<file path="config.mk">
export PLATFORM = sky130hd
export DESIGN_NAME = i2cEventRouter
export DESIGN_NICKNAME = d
export VERILOG_FILES = /design/src/rtl/i2cRoutePkg.sv /design/src/rtl/i2cRouteCtrl.sv /design/src/rtl/i2cRouteData.sv /design/src/rtl/i2cEventRouter.sv
export SDC_FILE = /design/constraint.sdc
export NUM_CORES = 1
export LEC_CHECK = 0
export ABC_AREA = 1
export BUFFER_PORTS_ARGS = -buffer_cell sky130_fd_sc_hd__buf_2
export CORE_AREA = 2 2 39 41
export CTS_BUF_LIST = sky130_fd_sc_hd__clkbuf_2
export DETAILED_ROUTE_END_ITERATION = 8
export DIE_AREA = 0 0 41 43
export SKIP_CTS_REPAIR_TIMING = 1
export SYNTH_ARGS = -nofsm -noshare
export SYNTH_HDL_FRONTEND = slang
export SYNTH_SLANG_ARGS = --single-unit
</file>
<file path="constraint.sdc">
create_clock -name clk -period 0.8 [get_ports clk]
set_input_delay 0.08 -clock clk [delete_from_list [all_inputs] [get_ports clk]]
set_output_delay 0.08 -clock clk [all_outputs]
set_load 0.005 [all_outputs]
</file>
<file path="src/rtl/i2cRoutePkg.sv">
package i2cRoutePkg;
  localparam int EN_IRQ   = 0;
  localparam int EN_TX    = 1;
  localparam int EN_RX    = 2;
  localparam int EN_IDLE  = 3;
  localparam int EN_W     = 4;
  localparam int CLR_DONE = 0;
  localparam int NUM_CH   = 2;
  localparam int CH_TX    = 0;
  localparam int CH_RX    = 1;

  typedef struct packed {
    logic irqEn;
    logic txEn;
    logic rxEn;
    logic idleEn;
  } routeEn_t;

  typedef struct packed {
    logic              wrCfg;
    logic [EN_W-1:0]   cfgVal;
    logic              setDone;
    logic              clrDone;
    logic [NUM_CH-1:0] setReq;
    logic [NUM_CH-1:0] ackReq;
    logic              idleNext;
  } routeStrobes_t;
endpackage

</file>
<file path="src/rtl/i2cRouteCtrl.sv">
module i2cRouteCtrl
  import i2cRoutePkg::*;
#(
  parameter int DATA_W = 4
) (
  input  logic              xferDone,
  input  logic              txMode,
  input  logic              busBusy,
  input  logic              txnStart,
  input  logic              regWe,
  input  logic              regAddr,
  input  logic [DATA_W-1:0] regWdata,
  input  logic              txAck,
  input  logic              rxAck,
  input  routeEn_t          enQ,
  output routeStrobes_t     strb
);
  logic cfgWrite;
  logic clrWrite;
  logic idleEnNext;

  always_comb begin
    cfgWrite = regWe && (regAddr == 1'b0);
    clrWrite = regWe && (regAddr == 1'b1);
    idleEnNext = cfgWrite ? regWdata[EN_IDLE] : enQ.idleEn;

    strb = '0;
    strb.wrCfg   = cfgWrite;
    strb.cfgVal  = regWdata[EN_W-1:0];
    // completion flag is armed only by an enabled event
    strb.setDone = xferDone && enQ.irqEn;
    strb.clrDone = clrWrite && regWdata[CLR_DONE];
    // direction picks exactly one DMA channel
    strb.setReq[CH_TX] = xferDone && txMode && enQ.txEn;
    strb.setReq[CH_RX] = xferDone && !txMode && enQ.rxEn;
    strb.ackReq[CH_TX] = txAck;
    strb.ackReq[CH_RX] = rxAck;
    // idle level: enabled, bus free and no transaction starting
    strb.idleNext = idleEnNext && !busBusy && !txnStart;
  end
endmodule

</file>
<file path="src/rtl/i2cRouteData.sv">
module i2cRouteData
  import i2cRoutePkg::*;
(
  input  logic          clk,
  input  logic          rstN,
  input  routeStrobes_t strb,
  input  logic          busBusy,
  input  logic          txnStart,
  output routeEn_t      enQ,
  output logic          irqOut,
  output logic [NUM_CH-1:0] reqQ
);
  logic doneQ;
  logic idleQ;

  always_ff @(posedge clk) begin
    if (!rstN) begin
      enQ.irqEn  <= 1'b1;
      enQ.txEn   <= 1'b0;
      enQ.rxEn   <= 1'b0;
      enQ.idleEn <= 1'b0;
    end else if (strb.wrCfg) begin
      enQ.irqEn  <= strb.cfgVal[EN_IRQ];
      enQ.txEn   <= strb.cfgVal[EN_TX];
      enQ.rxEn   <= strb.cfgVal[EN_RX];
      enQ.idleEn <= strb.cfgVal[EN_IDLE];
    end
  end

  always_ff @(posedge clk) begin
    if (!rstN) begin
      doneQ <= 1'b0;
    end else if (strb.setDone) begin
      doneQ <= 1'b1;
    end else if (strb.clrDone) begin
      doneQ <= 1'b0;
    end
  end

  always_ff @(posedge clk) begin
    if (!rstN) idleQ <= 1'b0;
    else       idleQ <= strb.idleNext;
  end

  for (genvar ch = 0; ch < NUM_CH; ch++) begin : gReq
    always_ff @(posedge clk) begin
      if (!rstN)                 reqQ[ch] <= 1'b0;
      else if (strb.setReq[ch])  reqQ[ch] <= 1'b1;
      else if (strb.ackReq[ch])  reqQ[ch] <= 1'b0;
    end

    // an acknowledge without a new event drops the request
    a_r7_ack_drops: assert property (@(posedge clk) disable iff (!rstN)
      (strb.ackReq[ch] && !strb.setReq[ch]) |=> !reqQ[ch]);
    // a raised request holds until acknowledged
    a_r7_hold: assert property (@(posedge clk) disable iff (!rstN)
      (reqQ[ch] && !strb.ackReq[ch]) |=> reqQ[ch]);
  end

  assign irqOut = (doneQ && enQ.irqEn) || idleQ;

  // direction steers the event to one channel only
  a_r4_one_channel: assert property (@(posedge clk) disable iff (!rstN)
    !($rose(reqQ[CH_TX]) && $rose(reqQ[CH_RX])));
  // a clear without a coincident set empties the flag
  a_r3_w1c: assert property (@(posedge clk) disable iff (!rstN)
    (strb.clrDone && !strb.setDone) |=> !doneQ);
  // a busy bus or a starting transaction kills the idle term
  a_r9_busy_clears: assert property (@(posedge clk) disable iff (!rstN)
    (busBusy || txnStart) |=> !idleQ);
  // the flag cannot rise without an enabled event
  a_r2_flag_source: assert property (@(posedge clk) disable iff (!rstN)
    $rose(doneQ) |-> $past(strb.setDone));
endmodule

</file>
<file path="src/rtl/i2cEventRouter.sv">
module i2cEventRouter
  import i2cRoutePkg::*;
#(
  parameter int DATA_W = 4
) (
  input  logic              clk,
  input  logic              rstN,
  input  logic              xferDone,
  input  logic              txMode,
  input  logic              busBusy,
  input  logic              txnStart,
  input  logic              regWe,
  input  logic              regAddr,
  input  logic [DATA_W-1:0] regWdata,
  input  logic              txAck,
  input  logic              rxAck,
  output logic              irqOut,
  output logic              txDmaReq,
  output logic              rxDmaReq
);
  routeEn_t          enQ;
  routeStrobes_t     strb;
  logic [NUM_CH-1:0] reqQ;

  i2cRouteCtrl #(.DATA_W(DATA_W)) uCtrl (
    .xferDone (xferDone),
    .txMode   (txMode),
    .busBusy  (busBusy),
    .txnStart (txnStart),
    .regWe    (regWe),
    .regAddr  (regAddr),
    .regWdata (regWdata),
    .txAck    (txAck),
    .rxAck    (rxAck),
    .enQ      (enQ),
    .strb     (strb)
  );

  i2cRouteData uData (
    .clk      (clk),
    .rstN     (rstN),
    .strb     (strb),
    .busBusy  (busBusy),
    .txnStart (txnStart),
    .enQ      (enQ),
    .irqOut   (irqOut),
    .reqQ     (reqQ)
  );

  assign txDmaReq = reqQ[CH_TX];
  assign rxDmaReq = reqQ[CH_RX];

  // a transmit request rises only from a transmit-direction event
  a_r4_tx_source: assert property (@(posedge clk) disable iff (!rstN)
    $rose(txDmaReq) |-> $past(xferDone && txMode));
  // a receive request rises only from a receive-direction event
  a_r5_rx_source: assert property (@(posedge clk) disable iff (!rstN)
    $rose(rxDmaReq) |-> $past(xferDone && !txMode));
endmodule

</file>
# Word level (Yosys, flattened, before mapping)
# Cells that the tools add are included.
# Widths: inputs -> output; s select.
# word_totals
reg_bits	8
input_bits	14
output_inout_bits	3
elab_cells	34
# classes
muxes	7
bitwise	1
n_reduce_logical	18
# op_table
cell	count
$logic_and 1x1->1	11
$mux 1	7
$reduce_bool 2->1	3
$logic_not 1->1	3
$logic_or 1x1->1	1
$not 1->1	1

# Logic depth before layout (Yosys ltp)
# logic_depth
word_depth	5
depth_mapped	5
ltp_nobuf	5

# By module
# Synthesis repeated with hierarchy kept, for this count alone.
# hier_totals
hier_cells	60
area_unflattened_um2	410.4
# by_module_without_submodules
module	instances	cells_each	area_per_inst_um2	seq_area_each_um2
i2cRouteData	1	37	281.5	160.2
i2cRouteCtrl	1	23	128.9	0.0

# Worst setup path before layout
# OpenSTA, ideal clock, no wires.
# synth_path
path_kind	reg-to-reg
startpoint	register uData.enQ[0] (netlist name)
endpoint	register uData.enQ[0] (netlist name)
setup_ps	111
arrival_ps	468
t_required_ps	689
slack_ps	221
stages_incl_launch_ff	5
n_path_buf	0
period_less_slack_ps	579
cell_sequence	dfxtp_1 inv_1 nand2_2 nand3_2 inv_1

# Worst setup path after layout
# layout_path
startpoint	register uData.doneQ
endpoint	output irqOut
# layout_via
elab_chain_len	2
# layout_rtl
item	line_no	source
from (decl)	i2cRouteData.sv:13	logic doneQ;
from (signal assigned)	i2cRouteData.sv:32	doneQ <= 1'b0;
from (signal assigned)	i2cRouteData.sv:34	doneQ <= 1'b1;
from (signal assigned)	i2cRouteData.sv:36	doneQ <= 1'b0;
$logic_and 1x1->1	i2cRouteData.sv:60	assign irqOut = (doneQ && enQ.irqEn) || idleQ;
$logic_or 1x1->1	i2cRouteData.sv:60	
to (decl)	i2cEventRouter.sv:17	output logic irqOut,
# Every way passes these cells.

==> summary.txt <==
status: complete, but fails checks
violations in the final reports: setup timing
Final min period: 0.8981 ns
pwr/cell area: 1721 nW/um^2
pre-CTS setup slack: 0.1229 ns
CTS Sinks: 8
clock buffer depth: 2
Layout area overhead: 36.82%
met3 Use GR: 4.712%
FF-to-FF Start: uData.enQ[0]
final setup fails: 1
RSZ-0062 raised after global routing: true
most crowded layer after global routing: met2
IO Count: 17
endpoint class of the critical path: output port
worst setup margin: -0.09805 ns
grt total ovfl: 0
max_cap viols: 0
Root Buffer: clkbuf_2
crit-path max FO: 2
Ant. Diodes: 0
Worst Tran Pin Value: 0.1387 ns
Final Hold Fails: 0
layout cell share with drive strength beyond 1: 44.26%
fillers: 154
GP Congestion: 0.6996
reg2reg end: uData.idleQ
clock-pin slew on the worst setup and hold paths: 0.07 ns
DRT Wirelength: 596 um
CP Launch Type: flop
Num CTS Buffers: 3
f_max: 1114 MHz
Synth Register Bits: 8
mapped cell area: 322.8 um^2
CTS tree: built
hold slack: 0.08204 ns
met2 Track Usage GR: 12.50%
Initial Util: 23.33%
Core Box Area: 1384 um^2
Yosys top cell by area: dfxtp_1
CP required: 0.72 ns
post-synth cell types: 14
syn nets: 56
startpoint of the lowest-slack hold path: regWdata[0]
first-pass GRT wire length: 917 um
crit path DAT: 0.82 ns
H-Tree Depth: 1
Die H: 43 um
Buffers on Ports: 16
Synth top area share: 49.61%
Hold Path Class: in2reg
Vias: 307
Hold Path Stages: 3
Pleak: 0.0002416 uW
via density per instance: 3.987
Die ar.: 1763 um^2
Detail Route Antenna Nets: 0
Cell Rows: 14
DRT iter0 DRCs: 4
routed wire length per instance: 7.740 um
synth warn: 0
Total GRT Usage: 8.434%
Cells after DPL: 74
Final Non-Filler Cells: 77
TritonRoute pass-1 iters: 2
register area share after synthesis: 49.61%
Die X: 41 um
met1 Use GR: 7.395%
reg2reg setup slack: 0.20 ns
peak supply drop: 0.4761 mV
vias in the first global route: 267
Slew Limit Fails: 0
worst-skew pair later-pin latency: 0.22 ns
WS Path Type: reg2out
Synth area leaders: dfxtp_1, inv_1, nand2_1
Final nets: 77
mean post-synth cell area: 7.686 um^2
largest net degree at the start of global routing: 6
part of the cycle the worst path needs: 112.3%
Post-Synthesis Cells: 42
R2R cell count: 4
Rel. slew slack: 90.66%
Clock Skews: 0.006396 ns
Post-route DRC: 0
hold-critical path endpoint: uData.enQ[3]
post-DP HPWL: 498.9 um
initial antenna violation count: 0
[sequential cells by signal (all words and copies together), names as in the netlist]
name	count
uData.doneQ	1
uData.enQ	4
uData.idleQ	1
uData.reqQ	2
[how the worst max path moves through the flow]
stage / start / end / depth (start not counted)
finish: uData.doneQ / irqOut / 2
global route: uData.doneQ / irqOut / 2
CTS: uData.enQ[3] / irqOut / 2
detailed placement: uData.enQ[3] / irqOut / 2
global placement: uData.enQ[3] / irqOut / 2
floorplan: uData.enQ[0] / uData.enQ[0] / 4
[where the power goes]
part	switching (uW)	internal (uW)	total, uW
combinational	49.8	52.9	103
clock	125	102	227
sequential	9.21	421	430
total	184	576	760
[Yosys cell counts (all sizes together)]
| library cell | count |
|---|---|
| a21o | 1 |
| nand3 | 5 |
| dfxtp | 8 |
| inv | 8 |
| nand3b | 1 |
| a21oi | 3 |
| nand2 | 8 |
| o21ai | 2 |
| or2 | 1 |
| nor2 | 5 |
[metal layers]
layer | wire length, um | vias up
li1 | - | 169
met2 | 279 | 10
met3 | 54 | 2
met5 | 0 | -
met1 | 253 | 126
met4 | 10 | 0
[per-stage QoR]
step	utilization, %	TNS [ns]	power [uW]	cell area (um^2)
global route	31.92	-0.1504	813.3	441.7
CTS	31.65	-0.1372	776.8	437.9
finish	31.92	-0.09805	760.0	441.7
detailed placement	30.56	0	542.6	422.9
global placement	30.56	0	541.0	422.9
floorplan	-	0	489.6	322.8
[cells by family after synthesis]
kind of cell           count (synthesis)  synth area share [%]
AOI/OAI and AO/OA                      6                 10.08
buffers and inverters                  8                 9.303
DFF                                    8                 49.61
and+or+nand+nor                       20                 31.01
[cell type report]
cell class,instances,area [um^2],area share (%)
Multi-Input combinational cell,26,132.6,30.03
Clock buffer,3,15.01,3.399
Inverter,8,30.03,6.799
Sequential cell,8,163.9,37.11
Timing Repair Buffer,16,80.08,18.13
Tap cell,16,20.02,4.533
[cell usage in the layout, fill, tap and decap left out]
cell type,n
nand2_1,6
or2_1,1
a21oi_1,3
inv_1,7
dfxtp_2,3
nor2_1,4
nor2_2,1
inv_2,1
nand3b_1,1
a21o_1,1
nand2_2,2
dfxtp_1,5
clkbuf_2,3
nand3_2,1
nand3_1,4
o21ai_0,2
buf_2,16
[critical path, cell delays in order, from the launching register on]
cell     delay (ns)
dfxtp_2        0.32
a21o_1         0.16
buf_2          0.12
No activity file was read; power rests on OpenSTA's default activity.
